**config.mk**
```make
export PLATFORM = sky130hd
export DESIGN_NAME = supply_delta_monitor
export DESIGN_NICKNAME = d
export VERILOG_FILES = /design/src/rtl/sdm_pkg.sv /design/src/rtl/sdm_ctrl.sv /design/src/rtl/sdm_datapath.sv /design/src/rtl/supply_delta_monitor.sv
export SDC_FILE = /design/constraint.sdc
export NUM_CORES = 1
export LEC_CHECK = 0
export BUFFER_PORTS_ARGS = -buffer_cell sky130_fd_sc_hd__clkbuf_2
export CORE_MARGIN = 5
export CORE_UTILIZATION = 55
export CTS_CLUSTER_SIZE = 25
export DETAILED_ROUTE_END_ITERATION = 6
export PLACE_DENSITY = 0.76
export SLEW_MARGIN = 10
export SYNTH_ARGS = -nofsm -noshare
export SYNTH_HDL_FRONTEND = slang
export SYNTH_SLANG_ARGS = --single-unit
```
**constraint.sdc**
```tcl
create_clock -name clk -period 11.5 [get_ports clk]
set_clock_uncertainty 0.1 [all_clocks]
set_input_delay 1.725 -clock clk [delete_from_list [all_inputs] [get_ports clk]]
set_output_delay 1.725 -clock clk [all_outputs]
set_load 0.05 [all_outputs]
```
**src/rtl/sdm_pkg.sv**
```systemverilog
package sdm_pkg;

  // register addresses
  localparam logic [2:0] ADDR_START  = 3'd0;
  localparam logic [2:0] ADDR_ENABLE = 3'd1;
  localparam logic [2:0] ADDR_STATUS = 3'd2;
  localparam logic [2:0] ADDR_PERIOD = 3'd3;
  localparam logic [2:0] ADDR_DELTA  = 3'd4;
  localparam logic [2:0] ADDR_RESULT = 3'd5;
  localparam logic [2:0] ADDR_REFVAL = 3'd6;

  // bit positions decoded by software
  localparam int GO_BIT  = 2;
  localparam int IRQ_BIT = 3;

  typedef enum logic {
    ST_IDLE = 1'b0,
    ST_BUSY = 1'b1
  } convState_t;

  // strobes from control to datapath
  typedef struct packed {
    logic convLaunch;
    logic singleDone;
    logic bgDone;
  } sdmStrobes_t;

endpackage

```
**src/rtl/sdm_ctrl.sv**
```systemverilog
module sdm_ctrl
  import sdm_pkg::*;
#(
  parameter int PER_W    = 8,
  parameter int TICK_DIV = 4
) (
  input  logic             clk,
  input  logic             rstN,
  input  logic             goWrite,
  input  logic             periodWrite,
  input  logic [PER_W-1:0] periodData,
  input  logic             adcDone,
  output logic             adcStart,
  output logic [PER_W-1:0] periodValue,
  output sdmStrobes_t      strobes
);

  localparam int TICK_W = (TICK_DIV > 1) ? $clog2(TICK_DIV) : 1;
  localparam logic [TICK_W-1:0] TICK_LAST = TICK_W'(TICK_DIV - 1);

  convState_t       state;
  logic             kindSingle;
  logic             singlePend;
  logic             bgPend;
  logic [PER_W-1:0] periodReg;
  logic [TICK_W-1:0] tickCnt;
  logic [PER_W-1:0] perCnt;
  logic             tickWrap;
  logic             bgDue;
  logic             launchNow;

  assign tickWrap  = (tickCnt == TICK_LAST);
  assign bgDue     = (periodReg != '0) && tickWrap && (perCnt == periodReg - 1'b1);
  assign launchNow = (state == ST_IDLE) && (singlePend || bgPend);

  // interval timer: prescaler then period counter
  always_ff @(posedge clk) begin
    if (!rstN) begin
      periodReg <= '0;
      tickCnt   <= '0;
      perCnt    <= '0;
    end else if (periodWrite) begin
      periodReg <= periodData;
      tickCnt   <= '0;
      perCnt    <= '0;
    end else if (periodReg == '0) begin
      tickCnt <= '0;
      perCnt  <= '0;
    end else begin
      tickCnt <= tickWrap ? '0 : tickCnt + 1'b1;
      if (tickWrap) begin
        perCnt <= (perCnt == periodReg - 1'b1) ? '0 : perCnt + 1'b1;
      end
    end
  end

  // request capture and conversion sequencing
  always_ff @(posedge clk) begin
    if (!rstN) begin
      state      <= ST_IDLE;
      kindSingle <= 1'b0;
      singlePend <= 1'b0;
      bgPend     <= 1'b0;
      adcStart   <= 1'b0;
    end else begin
      adcStart <= 1'b0;
      case (state)
        ST_IDLE: begin
          if (launchNow) begin
            state      <= ST_BUSY;
            adcStart   <= 1'b1;
            kindSingle <= singlePend;
            if (singlePend) singlePend <= 1'b0;
            else            bgPend     <= 1'b0;
          end
        end
        ST_BUSY: begin
          if (adcDone) state <= ST_IDLE;
        end
        default: state <= ST_IDLE;
      endcase
      if (goWrite) singlePend <= 1'b1;
      if (periodWrite) bgPend <= 1'b0;
      else if (bgDue) bgPend <= 1'b1;
    end
  end

  assign periodValue        = periodReg;
  assign strobes.convLaunch = adcStart;
  assign strobes.singleDone = (state == ST_BUSY) && adcDone && kindSingle;
  assign strobes.bgDone     = (state == ST_BUSY) && adcDone && !kindSingle;

  AST_START_PULSE: assert property (@(posedge clk) disable iff (!rstN)
    adcStart |=> !adcStart);

  AST_STROBE_EXCLUSIVE: assert property (@(posedge clk) disable iff (!rstN)
    $onehot0({adcStart, strobes.singleDone, strobes.bgDone}));

  AST_NO_BG_WHEN_OFF: assert property (@(posedge clk) disable iff (!rstN)
    (periodReg == '0 && !bgPend && !periodWrite) |=> !(adcStart && !kindSingle));

endmodule

```
**src/rtl/sdm_datapath.sv**
```systemverilog
module sdm_datapath
  import sdm_pkg::*;
#(
  parameter int DATA_W  = 8,
  parameter int DELTA_W = 3
) (
  input  logic               clk,
  input  logic               rstN,
  input  sdmStrobes_t        strobes,
  input  logic [DATA_W-1:0]  adcData,
  input  logic               enWrite,
  input  logic               enData,
  input  logic               deltaWrite,
  input  logic [DELTA_W-1:0] deltaData,
  input  logic               clearWrite,
  output logic [DATA_W-1:0]  resultReg,
  output logic [DATA_W-1:0]  refReg,
  output logic [DELTA_W-1:0] deltaReg,
  output logic               irqEn,
  output logic               flagReg,
  output logic               pmIrq
);

  localparam int DIFF_W = DATA_W + 1;

  logic [DIFF_W-1:0] sampleWide;
  logic [DIFF_W-1:0] refWide;
  logic [DIFF_W-1:0] absDiff;
  logic [DIFF_W-1:0] threshold;
  logic              exceeds;
  logic              eventHit;

  // widened operands so the subtraction never wraps
  assign sampleWide = {1'b0, adcData};
  assign refWide    = {1'b0, refReg};
  assign absDiff    = (sampleWide >= refWide) ? (sampleWide - refWide)
                                              : (refWide - sampleWide);
  assign threshold  = (DIFF_W'(deltaReg) + 1'b1) << 1;
  assign exceeds    = absDiff > threshold;
  assign eventHit   = strobes.singleDone || (strobes.bgDone && exceeds);

  always_ff @(posedge clk) begin
    if (!rstN) begin
      deltaReg <= '0;
      irqEn    <= 1'b0;
    end else begin
      if (deltaWrite) deltaReg <= deltaData;
      if (enWrite)    irqEn    <= enData;
    end
  end

  always_ff @(posedge clk) begin
    if (!rstN) begin
      resultReg <= '0;
      refReg    <= '0;
    end else if (eventHit) begin
      resultReg <= adcData;
      refReg    <= adcData;
    end
  end

  // event outranks a clear on the same cycle
  always_ff @(posedge clk) begin
    if (!rstN)           flagReg <= 1'b0;
    else if (eventHit)   flagReg <= 1'b1;
    else if (clearWrite) flagReg <= 1'b0;
  end

  assign pmIrq = flagReg && irqEn;

  AST_EVENT_WINS: assert property (@(posedge clk) disable iff (!rstN)
    eventHit |=> flagReg);

  AST_CLEAR_TAKES: assert property (@(posedge clk) disable iff (!rstN)
    (clearWrite && !eventHit) |=> !flagReg);

  AST_QUIET_HOLDS: assert property (@(posedge clk) disable iff (!rstN)
    !eventHit |=> $stable(resultReg));

  AST_REF_TRACKS: assert property (@(posedge clk) disable iff (!rstN)
    refReg == resultReg);

endmodule

```
**src/rtl/supply_delta_monitor.sv**
```systemverilog
module supply_delta_monitor
  import sdm_pkg::*;
#(
  parameter int DATA_W   = 8,
  parameter int DELTA_W  = 3,
  parameter int PER_W    = 8,
  parameter int TICK_DIV = 4
) (
  input  logic       clk,
  input  logic       rstN,
  input  logic       regWrEn,
  input  logic [2:0] regAddr,
  input  logic [7:0] regWrData,
  output logic [7:0] regRdData,
  output logic       adcStart,
  input  logic       adcDone,
  input  logic [7:0] adcData,
  output logic       pmIrq
);

  sdmStrobes_t        strobes;
  logic [PER_W-1:0]   periodValue;
  logic [DATA_W-1:0]  resultReg;
  logic [DATA_W-1:0]  refReg;
  logic [DELTA_W-1:0] deltaReg;
  logic               irqEn;
  logic               flagReg;

  logic goWrite, periodWrite, enWrite, deltaWrite, clearWrite;

  assign goWrite     = regWrEn && (regAddr == ADDR_START)  && regWrData[GO_BIT];
  assign periodWrite = regWrEn && (regAddr == ADDR_PERIOD);
  assign enWrite     = regWrEn && (regAddr == ADDR_ENABLE);
  assign deltaWrite  = regWrEn && (regAddr == ADDR_DELTA);
  assign clearWrite  = regWrEn && (regAddr == ADDR_STATUS) && regWrData[IRQ_BIT];

  sdm_ctrl #(
    .PER_W    (PER_W),
    .TICK_DIV (TICK_DIV)
  ) u_ctrl (
    .clk         (clk),
    .rstN        (rstN),
    .goWrite     (goWrite),
    .periodWrite (periodWrite),
    .periodData  (regWrData[PER_W-1:0]),
    .adcDone     (adcDone),
    .adcStart    (adcStart),
    .periodValue (periodValue),
    .strobes     (strobes)
  );

  sdm_datapath #(
    .DATA_W  (DATA_W),
    .DELTA_W (DELTA_W)
  ) u_dp (
    .clk        (clk),
    .rstN       (rstN),
    .strobes    (strobes),
    .adcData    (adcData[DATA_W-1:0]),
    .enWrite    (enWrite),
    .enData     (regWrData[IRQ_BIT]),
    .deltaWrite (deltaWrite),
    .deltaData  (regWrData[DELTA_W-1:0]),
    .clearWrite (clearWrite),
    .resultReg  (resultReg),
    .refReg     (refReg),
    .deltaReg   (deltaReg),
    .irqEn      (irqEn),
    .flagReg    (flagReg),
    .pmIrq      (pmIrq)
  );

  always_comb begin
    regRdData = '0;
    case (regAddr)
      ADDR_ENABLE: regRdData[IRQ_BIT] = irqEn;
      ADDR_STATUS: regRdData[IRQ_BIT] = flagReg;
      ADDR_PERIOD: regRdData = 8'(periodValue);
      ADDR_DELTA:  regRdData = 8'(deltaReg);
      ADDR_RESULT: regRdData = 8'(resultReg);
      ADDR_REFVAL: regRdData = 8'(refReg);
      default:     regRdData = '0;
    endcase
  end

endmodule

```
* Word-level counts from Yosys, hierarchy flattened
Index checks and enable logic that the tools add are counted.
** Word-level totals
- Word-level logic and storage cells :: 82
- Input bits :: 23
- Output and inout port bits :: 10
- Bits in registers :: 36
** Operators by class
- Order comparisons :: 2
- Muxes and demuxes :: 17
- Add/sub/neg operators :: 6
- Bitwise logic cells :: 2
- Eq/ne operators :: 11
- Reductions and logical operators :: 32
** Operators with widths (number)
- $sub 8x8->9 :: 2
- $logic_and 1x1->1 :: 15
- $mux 1 :: 11
- $eq 3x3->1 const B :: 3
- $gt 9x9->1 :: 1
- $mux 9 :: 1
- $pmux 3 s3 :: 1
- $add 8x1->8 const B :: 1
- $eq 8x8->1 :: 1
- $ge 8x8->1 :: 1
- $logic_not 8->1 :: 1
- $mux 8 :: 1
- $pmux 4 s2 :: 1
- $reduce_bool 8->1 :: 1
- $sub 8x1->8 const B :: 1
- $eq 3x2->1 const B :: 2
- $ne 2x2->1 const B :: 3
- $reduce_bool 2->1 :: 3
- $reduce_or 2->1 :: 3
- $add 3x1->4 const B :: 1
- $pmux 1 s4 :: 1
- $reduce_and 2->1 :: 2
- $reduce_or 4->1 :: 1
- $eq 3x1->1 const B :: 1
- 9 further kinds :: 11

* Depth between registers and ports, before layout
Gate-level depths: netlist of the first run.
- Depth after elaboration :: 6
- Depth in mapped cells :: 18

* Cells and area by module
A second synthesis of the first run with hierarchy kept.
** Unflattened totals
- Cells, all modules :: 349
- Area total of the unflattened synthesis :: 3139.3 um^2
** By module, submodules not included
- sdm_datapath :: area each 1562.7 um^2, times used 1, cells each 180
- sdm_ctrl :: area each 1270.0 um^2, times used 1, cells each 134
- supply_delta_monitor :: area each 306.5 um^2, times used 1, cells each 35

* Worst setup path after synthesis of the first run
OpenSTA, ideal clock, no wires.
- Kind :: input-to-output
- From :: in regAddr[0]
- To :: out regRdData[3]
- Stages :: 4
- Slack :: 6.320 ns
- Arrival :: 3.355 ns
- Path through :: clkbuf_1 nor2b_1 a22oi_1 o21ai_0
** On the way
- Word-level cells in the longest chain between the ends :: 3
- Elaborated cells between the ends (all ways) :: 7
- Those cells by class :: 5 x eq/ne; 1 x mux; 1 x reduce/logical
** RTL lines
- start: declaration :: line supply_delta_monitor.sv:12 : input logic [2:0] regAddr,
- $eq 3x3->1 :: line supply_delta_monitor.sv:75 : case (regAddr)
- $reduce_or 2->1 (no source line)
- $pmux 1 s4 (*) :: line supply_delta_monitor.sv:75
- end: declaration :: line supply_delta_monitor.sv:14 : output logic [7:0] regRdData,
Mark *: on every way between the ends. The rest lies on a longest branch, timed or not.

* Worst setup path in the final report of the first run
- From :: in adcData[5]
- To :: reg u_dp.refReg[4]
** On the way
- Word-level cells in the longest chain between the ends :: 5
- Elaborated cells between the ends (all ways) :: 7
- Those cells by class :: 2 x add/sub; 2 x order compare; 1 x mux; 2 x reduce/logical
** RTL lines
- start: declaration :: line supply_delta_monitor.sv:17 : input logic [7:0] adcData,
- $sub 8x8->9, or another cell as far along :: line sdm_datapath.sv:37 : : (refWide - sampleWide);
- $mux 9 (*) :: line sdm_datapath.sv:36 : assign absDiff = (sampleWide >= refWide) ? (sampleWide - refWide)
- $gt 9x9->1 (*) :: line sdm_datapath.sv:39 : assign exceeds = absDiff > threshold;
- $logic_and 1x1->1 (*) :: line sdm_datapath.sv:40 : assign eventHit = strobes.singleDone || (strobes.bgDone && exceeds);
- $logic_or 1x1->1 (*) :: line sdm_datapath.sv:40
- end signal: assignment :: line sdm_datapath.sv:58 : refReg <= adcData;
- end: declaration :: line sdm_datapath.sv:17 : output logic [DATA_W-1:0] refReg,
Marked as above.
A chain may end at the register's enable or synchronous reset.

==> results of run 1 <==
[per-stage QoR]
step	area (um2)	util [%]	power, uW	hold WS (ns)	cells
after floorplan	2940	-	179	0.304	380
after global placement	3090	60.0	191	0.314	462
after detailed placement	3090	60.0	192	0.337	462
after CTS	3160	61.5	276	0.348	469
after global routing	3160	61.5	289	0.384	469
final	3160	61.5	274	0.341	469
[flip-flops by register name, summed over array words and instances (netlist names)]
signal / cells
u_dp.deltaReg: 3
u_dp.flagReg: 1
u_ctrl.periodValue: 8
u_dp.refReg: 8
u_ctrl.perCnt: 8
u_dp.irqEn: 1
u_ctrl.kindSingle: 1
u_ctrl.adcStart: 1
u_ctrl.tickCnt: 2
u_ctrl.bgPend: 1
u_ctrl.singlePend: 1
u_ctrl.state: 1
[worst paths after layout]
| check | startpoint | end | slack, ns | cells past startpoint |
|---|---|---|---|---|
| setup / recovery | adcData[5] | u_dp.refReg[4] | 6.30 | 16 |
| hold / removal | u_ctrl.tickCnt[0] | u_ctrl.tickCnt[0] | 0.34 | 1 |
| setup reg to reg | u_dp.refReg[5] | u_dp.refReg[4] | 7.49 | 14 |
| hold reg to reg | u_ctrl.tickCnt[0] | u_ctrl.tickCnt[0] | 0.34 | 1 |
[cell type report]
cell class / instances / area (um2) / area share (%)
flip-flops and latches: 36 / 721 / 22.8
repair buffers: 32 / 160 / 5.06
clock buffers: 6 / 72.6 / 2.29
clock inverters: 1 / 5.00 / 0.158
multi-input cells: 297 / 2020 / 63.7
inverters: 27 / 101 / 3.20
well taps: 70 / 87.6 / 2.77
[report_power, final]
group          switching [uW]  internal (uW)
clock network            43.2           41.2
registers                2.25            126
logic                    36.6           24.8
[critical path, cell delays in order]
cell and delay, ns:
clkbuf_2 0.10, inv_1 0.04, ha_1 0.55, nand4_1 0.20, a21oi_1 0.19, a221o_1 0.40, mux2i_1 0.27, xnor2_1 0.15
ha_1 0.26, nor2b_1 0.13, o21ai_0 0.13, nand2b_1 0.08, a211oi_1 0.29, o32a_4 0.32, o22ai_1 0.11, o31a_1 0.32
[metal layers]
layer  GRT usage [%]  vias up
li1                -     1374
met1            26.3     1278
met2            35.8       51
met3            3.47        9
met4            4.75        0
met5               0        -
[kinds of logic after synthesis]
logic type / count (synthesis)
xor+xnor: 21
compound gates: 99
mux: 8
buf+inv: 47
simple gates: 143
flops: 36
fa+ha+maj: 26
[Yosys cell counts (2+ instances only)]
cell type / n
nand2_1: 45
dfxtp_1: 36
nor2_1: 35
inv_1: 26
ha_1: 24
a21oi_1: 21
o21ai_0: 14
clkbuf_1: 12
xnor2_1: 11
a22o_1: 10
and3_1: 10
xor2_1: 10
o22ai_1: 9
o31a_1: 9
nand2b_1: 8
nand3_1: 8
nor3_1: 8
mux2i_1: 7
nor2b_1: 7
and2_1: 6
nand4_1: 6
a211o_1: 4
a211oi_1: 4
a211oi_2: 3
buf_2: 3
nor3b_1: 3
a21bo_2: 2
a21o_1: 2
a31oi_1: 2
buf_1: 2
buf_6: 2
fa_1: 2
nand3b_1: 2
o211ai_1: 2
o21a_1: 2
o21bai_1: 2
==> results.md, run 1 <==
* # fillers at 508
* Remaining DRCs at 0
* Ys Warns at 0
* Final net count at 448
* PortBufs at 32
* Floorplan row count at 26
* Initial antenna violation count at 0
* Asr flop ratio synth at 0%
* P per Cell Area at 86.8 mW/mm2
* Max Cap Viol at 0
* Final min period at 5.20 ns
* Grt ovf at 0
* Largest net degree at the start of global routing at 19
* Share of layout cells above drive strength 1 at 11.8%
* Crit. End Element: register
* Synth area leaders: dfxtp_1 25%, ha_1 10%, nand2_1 5.8%
* First-pass GRT wire length at 12100 um
* Post-synthesis sequential area ratio at 24.6%
* Syn-to-layout area delta at 7.76%
* Clock tree buffer depth at 2
* Hold buffer count at cts at 0
* Final worst slack at 6.30 ns
* DP Wirelength at 5410 um
* Post-Synth Simple-Gate Area at 23.4%
* Hold WC Path Type: reg2reg
* Met3 WL at 252 um
* WL/cell at 14.9 um
* Core Region at 0.00514 mm2
* Sink Count at 36
* Clock root buffer: clkbuf_8
* Commonest non-fill, non-tap cells in the layout: 45 x nand2_1, 36 x dfxtp_1, 35 x nor2_1
* Mapped Cells at 380
* Drt total wl at 6970 um
* Pre-CTS setup slack at 6.03 ns
* Clock transition at path regs at 0.07 ns
* Vias per inst at 5.78
* Die area at 0.00690 mm2
* Crit-path max FO at 17
* Synth cell types at 57
* Highest metal used: met4
* Setup TNS at 0 ns
* Crit share post-route at 45.2%
* CP required at 11.58 ns
* Max Freq at 192 MHz
* Crit path arrival time at 5.28 ns
* Die Ht at 83.1 um
* CTS tree: built
* CTS H-tree depth at 2
* Post-synthesis mux area share at 2.77%
* Synth Cell Area at 0.00294 mm2
* EDFF count, synth at 0
* Gpl congestion at 0.885
* LEAKAGE at 0.00133 uW
* Net Count, Synth at 429
* Initial Util at 57.1%
* Routed met2 length at 3450 um
* Fin. max-slew vios at 0
* CP Launch Type: primary input
* Final setup violation count at 0
* Boundary pin count at 33
* Top FF cell, synth: dfxtp_1
* Final ANT Viol Nets at 0
* Leading area contributor after synthesis: dfxtp_1
* Die X at 83.1 um
* Slew @ Worst Pin at 0.755 ns
* Xor-xnor portion of the synthesized cell area at 6.27%
* Num CTS Buffers at 5
* Pre-Repair DR Iteration Count at 4
* Fin. Hold Viols at 0
* Synth Area in Adders at 11.6%
* Skew-Pair Late Insertion Delay at 0.29 ns
* Main combinational cell family by area after synthesis: compound AO/OA/AOI/OAI gates
* Metal-1 WL at 3180 um
* Most common cell after layout, fill and taps aside: nand2_1
* WS Path Type: in2reg
* Post-synthesis register bit count at 36
* Vias in the first global route at 2628
* CTS resizes at 0
* Status: finished clean
* Via Count at 2712
* Peak supply drop at 0.0000524 V
* ANT cells at 0
* Top-area cell type share of the netlist area at 24.6%
* Synth Area in Compound Gates at 24.7%
* Syn Area/Cell at 7.72 um2
* Initial DRC Count at 210
* RSZ-0062 raised after global routing: no
* GRT Overall Usage at 20.5%
* Max-slew headroom at 49.6%
* Setup repair bufs after CTS at 0
No activity file was read; power rests on OpenSTA's default activity.
==> inputs of run 2 (changes only) <==
- CORE_UTILIZATION: 55 -> 54
- PLACE_DENSITY: 0.76 -> 0.77
- clock period: 11.5 -> 4.2 ns (I/O delays scaled with it)
==> run 2 against run 1 <==
Compared with the run above:
- critical path depth is the same
- sequential share of layout area down 0.58 points
- count of clock-buffer cells in the layout stayed put
- die area increased by 1.6%
- worst setup slack worse by 5.8 ns
- non-clock buffer count grew 7
- clock power rose to 3.5 times the previous value
- wire length fell by 1.0%
- combinational power increased to 2.8 times the previous value
- first-iteration DRC count down 8.1%
==> results.md, run 2 (synthesis gave the netlist of run 1 again) <==
* Status: finished clean (unchanged)
* Floorplan row count at 26 (unchanged)
* WS Path Type: in2reg (unchanged)
* Slew @ Worst Pin at 0.725 ns (was 0.755 ns)
* Die X at 83.7 um (was 83.1 um)
* Boundary pin count at 33 (unchanged)
* First-pass GRT wire length at 11600 um (was 12100 um)
* CTS H-tree depth at 2 (unchanged)
* Reg2reg setup slack at 0.50 ns (was 7.49 ns)
* ANT cells at 0 (unchanged)
* Drt total wl at 6890 um (was 6970 um)
* Die area at 0.00701 mm2 (was 0.00690 mm2)
* Initial Util at 56.4% (was 57.1%)
* Initial antenna violation count at 0 (unchanged)
* PortBufs at 32 (unchanged)
* Setup repair bufs after CTS at 0 (unchanged)
* P per Cell Area at 253 mW/mm2 (was 86.8 mW/mm2)
* Vias per inst at 5.81 (was 5.78)
* Core Region at 0.00520 mm2 (was 0.00514 mm2)
* Hold Startpoint: u_ctrl.tickCnt[0] (unchanged)
* Clock transition at path regs at 0.07 ns (about the same)
* Crit. End Element: register (unchanged)
* CP required at 4.28 ns (was 11.58 ns)
* Gpl congestion at 0.892 (was 0.885)
* Hold Crit Endpoint: u_ctrl.tickCnt[0] (unchanged)
* Vias in the first global route at 2539 (was 2628)
* Skew-Pair Late Insertion Delay at 0.28 ns (was 0.29 ns)
* Max-slew headroom at 51.6% (was 49.6%)
* R2R Path Start: u_dp.refReg[1] (was u_dp.refReg[5])
* Grt ovf at 0 (unchanged)
* Clock share of power at 36.0% (was 30.8%)
* Setup TNS at 0 ns (unchanged)
* Pint at 594 uW (was 192 uW)
* Initial DRC Count at 193 (was 210)
* Seq pwr share at 42.8% (was 46.9%)
* Num CTS Buffers at 5 (unchanged)
* Final setup violation count at 0 (unchanged)
* Hold buffer count at cts at 0 (unchanged)
* Pre-Repair DR Iteration Count at 5 (was 4)
* Fin. Hold Viols at 0 (unchanged)
* CTS resizes at 0 (unchanged)
* Final min period at 3.74 ns
* Share of layout cells above drive strength 1 at 13.5% (was 11.8%)
* RSZ-0062 raised after global routing: no (unchanged)
* Hold WC Path Type: reg2reg (unchanged)
* Comb pwr share at 21.1% (was 22.4%)
* Placed Area at 0.00314 mm2 (was 0.00309 mm2)
* Max Cap Viol at 0 (unchanged)
* Syn-to-layout area delta at 10.6% (was 7.76%)
* Sw frac at 27.7% (was 29.9%)
* Most common cell after layout, fill and taps aside: nand2_1 (unchanged)
* GRT Overall Usage at 19.7% (was 20.5%)
* Final std cell area, no fill at 0.00325 mm2 (was 0.00316 mm2)
* FF-to-FF End: u_dp.refReg[2] (was u_dp.refReg[4])
* Hold depth at 1 (unchanged)
* Overall Power at 822 uW (was 274 uW)
* DP Wirelength at 5350 um (was 5410 um)
* CP Launch Type: primary input (unchanged)
* LEAKAGE at 0.00138 uW (was 0.00133 uW)
* Net switching power at 228 uW (was 82.1 uW)
* Die Ht at 83.7 um (was 83.1 um)
* Crit path arrival time at 3.82 ns (was 5.28 ns)
* WL/cell at 14.5 um (was 14.9 um)
* Clock root buffer: clkbuf_8 (unchanged)
* Commonest non-fill, non-tap cells in the layout: 45 x nand2_1, 36 x dfxtp_1, 35 x nor2_1 (unchanged)
* Fin. max-slew vios at 0 (unchanged)
* Via Count at 2769 (was 2712)
* CTS tree: built (unchanged)
* Clock tree buffer depth at 2 (unchanged)
* Largest net degree at the start of global routing at 19 (unchanged)
* Cells on worst reg2reg path at 15 (was 14)
* Max Freq at 267 MHz
* Crit-path max FO at 17 (unchanged)
* Remaining DRCs at 0 (unchanged)
* Final net count at 455 (was 448)
* Crit share post-route at 89.1%
* Final ANT Viol Nets at 0 (unchanged)
* Peak supply drop at 0.000184 V (was 0.0000524 V)
* Sink Count at 36 (unchanged)
-- run 2: cell count changes in the layout (fill, tap and decap cells not counted), sizes merged --
| cell | previous run | this run |
|---|---|---|
| bufinv | 0 | 1 |
| buf | 0 | 7 |
-- run 2: layout make-up --
type | instances | area, um2
Multi-Input combinational cell | 297 | 2020
Fill cell | 467 | 1960
Sequential cell | 36 | 721
Timing Repair Buffer | 39 | 213
Inverter | 27 | 101
Tap cell | 70 | 87.6
Clock buffer | 6 | 72.6
Clock inverter | 2 | 35.0
-- run 2: metal layers --
metal	global-route usage [%]	wire length, um
met5	0	0
met4	2.63	21
met3	3.95	329
met2	32.0	3210
met1	27.5	3330
-- run 2: metrics by stage --
stage	hold slack [ns]	cells	worst slack [ns]	utilization, %
2_1_floorplan	0.304	380	0.399	-
3_3_place_gp	0.315	469	0.313	60.3
3_5_place_dp	0.329	469	0.216	60.3
4_1_cts	0.340	477	0.499	62.4
5_1_grt	0.365	477	0.259	62.4
6_report	0.334	477	0.457	62.4
-- run 2: how the worst max path moves through the flow --
stage                   start             end  slack, ns  cells past startpoint
2_1_floorplan      adcData[2]  u_dp.refReg[0]       0.40                     18
3_3_place_gp       adcData[1]  u_dp.refReg[3]       0.31                     16
3_5_place_dp       adcData[5]  u_dp.refReg[5]       0.22                     16
4_1_cts            adcData[5]  u_dp.refReg[5]       0.50                     16
5_1_grt        u_dp.refReg[1]  u_dp.refReg[2]       0.26                     15
6_report           adcData[1]  u_dp.refReg[2]       0.46                     16
-- run 2: power groups by stage --
stage	combinational, uW	sequential [uW]	clock (uW)
global placement	167	360	0
detailed placement	172	360	0
CTS	173	352	303
finish	174	352	296
floorplan	132	357	0
global route	192	353	322
-- run 2: critical path: stages --
cell	delay, ns
clkbuf_2	0.13
inv_1	0.08
ha_1	0.34
inv_1	0.05
o21ai_0	0.30
a221o_1	0.26
buf_4	0.19
mux2i_1	0.22
xnor2_1	0.15
ha_1	0.26
o21ai_0	0.08
nand2b_1	0.08
a211oi_1	0.29
o32a_4	0.32
o22ai_1	0.12
o31a_1	0.31
==> inputs of run 3 (changes only) <==
- REMOVE_ABC_BUFFERS: not set -> 1
==> run 3 against run 2 <==
Compared with the run above:
- power increased by 0.61%
- cell count unchanged
- global-route usage increased by 0.27 points
- critical path depth unchanged
- largest power group unchanged
- highest routed layer unchanged
==> results.md, run 3 (synthesis gave the netlist of run 1 again) <==
* Status: finished clean (unchanged)
* Clock transition at path regs at 0.07 ns (about the same)
* Gpl congestion at 0.858 (was 0.892)
* Drt total wl at 6910 um (was 6890 um)
* Die X at 83.7 um (unchanged)
* Floorplan row count at 26 (unchanged)
* Clock tree buffer depth at 2 (unchanged)
* P per Cell Area at 255 mW/mm2 (was 253 mW/mm2)
* R2R Path Start: u_dp.refReg[1] (unchanged)
* Commonest non-fill, non-tap cells in the layout: 45 x nand2_1, 36 x dfxtp_1, 35 x nor2_1 (unchanged)
* Crit path arrival time at 3.88 ns (was 3.82 ns)
* Worst setup path startpoint: adcData[7] (was adcData[1])
* CP required at 4.28 ns (about the same)
* Clock root buffer: clkbuf_8 (unchanged)
* WL/cell at 14.5 um (about the same)
* # fillers at 476 (was 467)
* Vias per inst at 5.80 (was 5.81)
* Fin. max-slew vios at 0 (unchanged)
* LEAKAGE at 0.00138 uW (about the same)
* Initial antenna violation count at 0 (unchanged)
* Slew @ Worst Pin at 0.817 ns (was 0.725 ns)
* Largest net degree at the start of global routing at 19 (unchanged)
* CTS tree: built (unchanged)
* Die area at 0.00701 mm2 (unchanged)
* FF+latch area at 721 um2 (unchanged)
* RSZ-0062 raised after global routing: no (unchanged)
* Final setup violation count at 0 (unchanged)
* Initial DRC Count at 138 (was 193)
* Peak supply drop at 0.000267 V (was 0.000184 V)
* Hold buffer count at cts at 0 (unchanged)
* Die Ht at 83.7 um (unchanged)
* Pre-CTS setup slack at 0.178 ns (was 0.216 ns)
* Setup TNS at 0 ns (unchanged)
* Max Cap Viol at 0 (unchanged)
* Num CTS Buffers at 5 (unchanged)
* Via Count at 2766 (was 2769)
* Vias in the first global route at 2628 (was 2539)
* Crit share post-route at 90.4% (was 89.1%)
* Fin. Hold Viols at 0 (unchanged)
* WS Path Type: in2reg (unchanged)
* PortBufs at 32 (unchanged)
* CP Launch Type: primary input (unchanged)
* First-pass GRT wire length at 11800 um (was 11600 um)
* Final net count at 455 (unchanged)
* CTS H-tree depth at 2 (unchanged)
* Hold WC Path Type: reg2reg (unchanged)
* Share of layout cells above drive strength 1 at 13.8% (was 13.5%)
* Setup repair bufs after CTS at 0 (unchanged)
* Most common cell after layout, fill and taps aside: nand2_1 (unchanged)
* DP Wirelength at 5350 um (about the same)
* Core Region at 0.00520 mm2 (unchanged)
* Final min period at 3.80 ns (was 3.74 ns)
* Hold Startpoint: u_ctrl.tickCnt[0] (unchanged)
* CTS resizes at 0 (unchanged)
* Grt ovf at 0 (unchanged)
* Syn-to-layout area delta at 10.7% (was 10.6%)
* Remaining DRCs at 0 (unchanged)
* Max Freq at 263 MHz (was 267 MHz)
* Crit. End Element: register (unchanged)
* Crit-path max FO at 17 (unchanged)
* ANT cells at 0 (unchanged)
* Max-slew headroom at 45.4% (was 51.6%)
* Final ANT Viol Nets at 0 (unchanged)
* Final worst slack at 0.404 ns (was 0.457 ns)
* Sink Count at 36 (unchanged)
* Area of the multi-input gates at 0.00202 mm2 (unchanged)
* Pre-Repair DR Iteration Count at 4 (was 5)
* Initial Util at 56.4% (unchanged)
* Boundary pin count at 33 (unchanged)
* Reg2reg setup slack at 0.46 ns (was 0.50 ns)
* Skew-Pair Late Insertion Delay at 0.29 ns (was 0.28 ns)
* GRT Overall Usage at 19.9% (was 19.7%)
## run 3: final timing paths
kind / end / depth (start not counted)
max: u_dp.refReg[4] / 16
min reg2reg: u_ctrl.tickCnt[0] / 1
min: u_ctrl.tickCnt[0] / 1
max reg2reg: u_dp.refReg[4] / 15
## run 3: critical path, stage by stage
cell and delay (ns):
clkbuf_2 0.12, inv_1 0.05, ha_1 0.40, nand4_1 0.20, a21oi_1 0.21, a221o_1 0.23
buf_4 0.19, mux2i_1 0.23, xnor2_1 0.17, ha_1 0.28, o21ai_0 0.08, nand2b_1 0.08
a211oi_1 0.28, o32a_4 0.31, o22ai_1 0.11, o31a_1 0.31
## run 3: area by class of cell
class | instances | share of cell area (%)
clock inverters | 3 | 1.31
repair buffers | 39 | 6.55
inverters | 27 | 3.12
flip-flops and latches | 36 | 22.2
multi-input cells | 297 | 62.0
clock buffers | 5 | 2.12
well taps | 70 | 2.70
## run 3: routing by layer
metal | wire length, um | global-route usage [%] | up-vias
li1 | - | - | 1400
met1 | 3170 | 24.8 | 1283
met2 | 3350 | 33.7 | 67
met3 | 251 | 4.34 | 16
met4 | 134 | 7.16 | 0
met5 | 0 | 0 | -
## run 3: where the power goes
| group | switching [uW] | leakage (uW) | internal (uW) |
|---|---|---|---|
| Clock | 126 | 0.0000541 | 176 |
| Combinational | 102 | 0.00104 | 72.2 |
| Sequential | 6.06 | 0.000291 | 346 |
| Total | 234 | 0.00138 | 594 |
## run 3: metrics by stage
stage	instances	total power [uW]	cell area [um2]	hold WS (ns)	utilization (%)
after global placement	469	528	3140	0.313	60.3
final	477	827	3250	0.335	62.4
after global routing	477	877	3250	0.355	62.4
after floorplan	360	477	2840	0.304	-
after detailed placement	469	531	3140	0.326	60.3
after CTS	477	834	3250	0.337	62.4
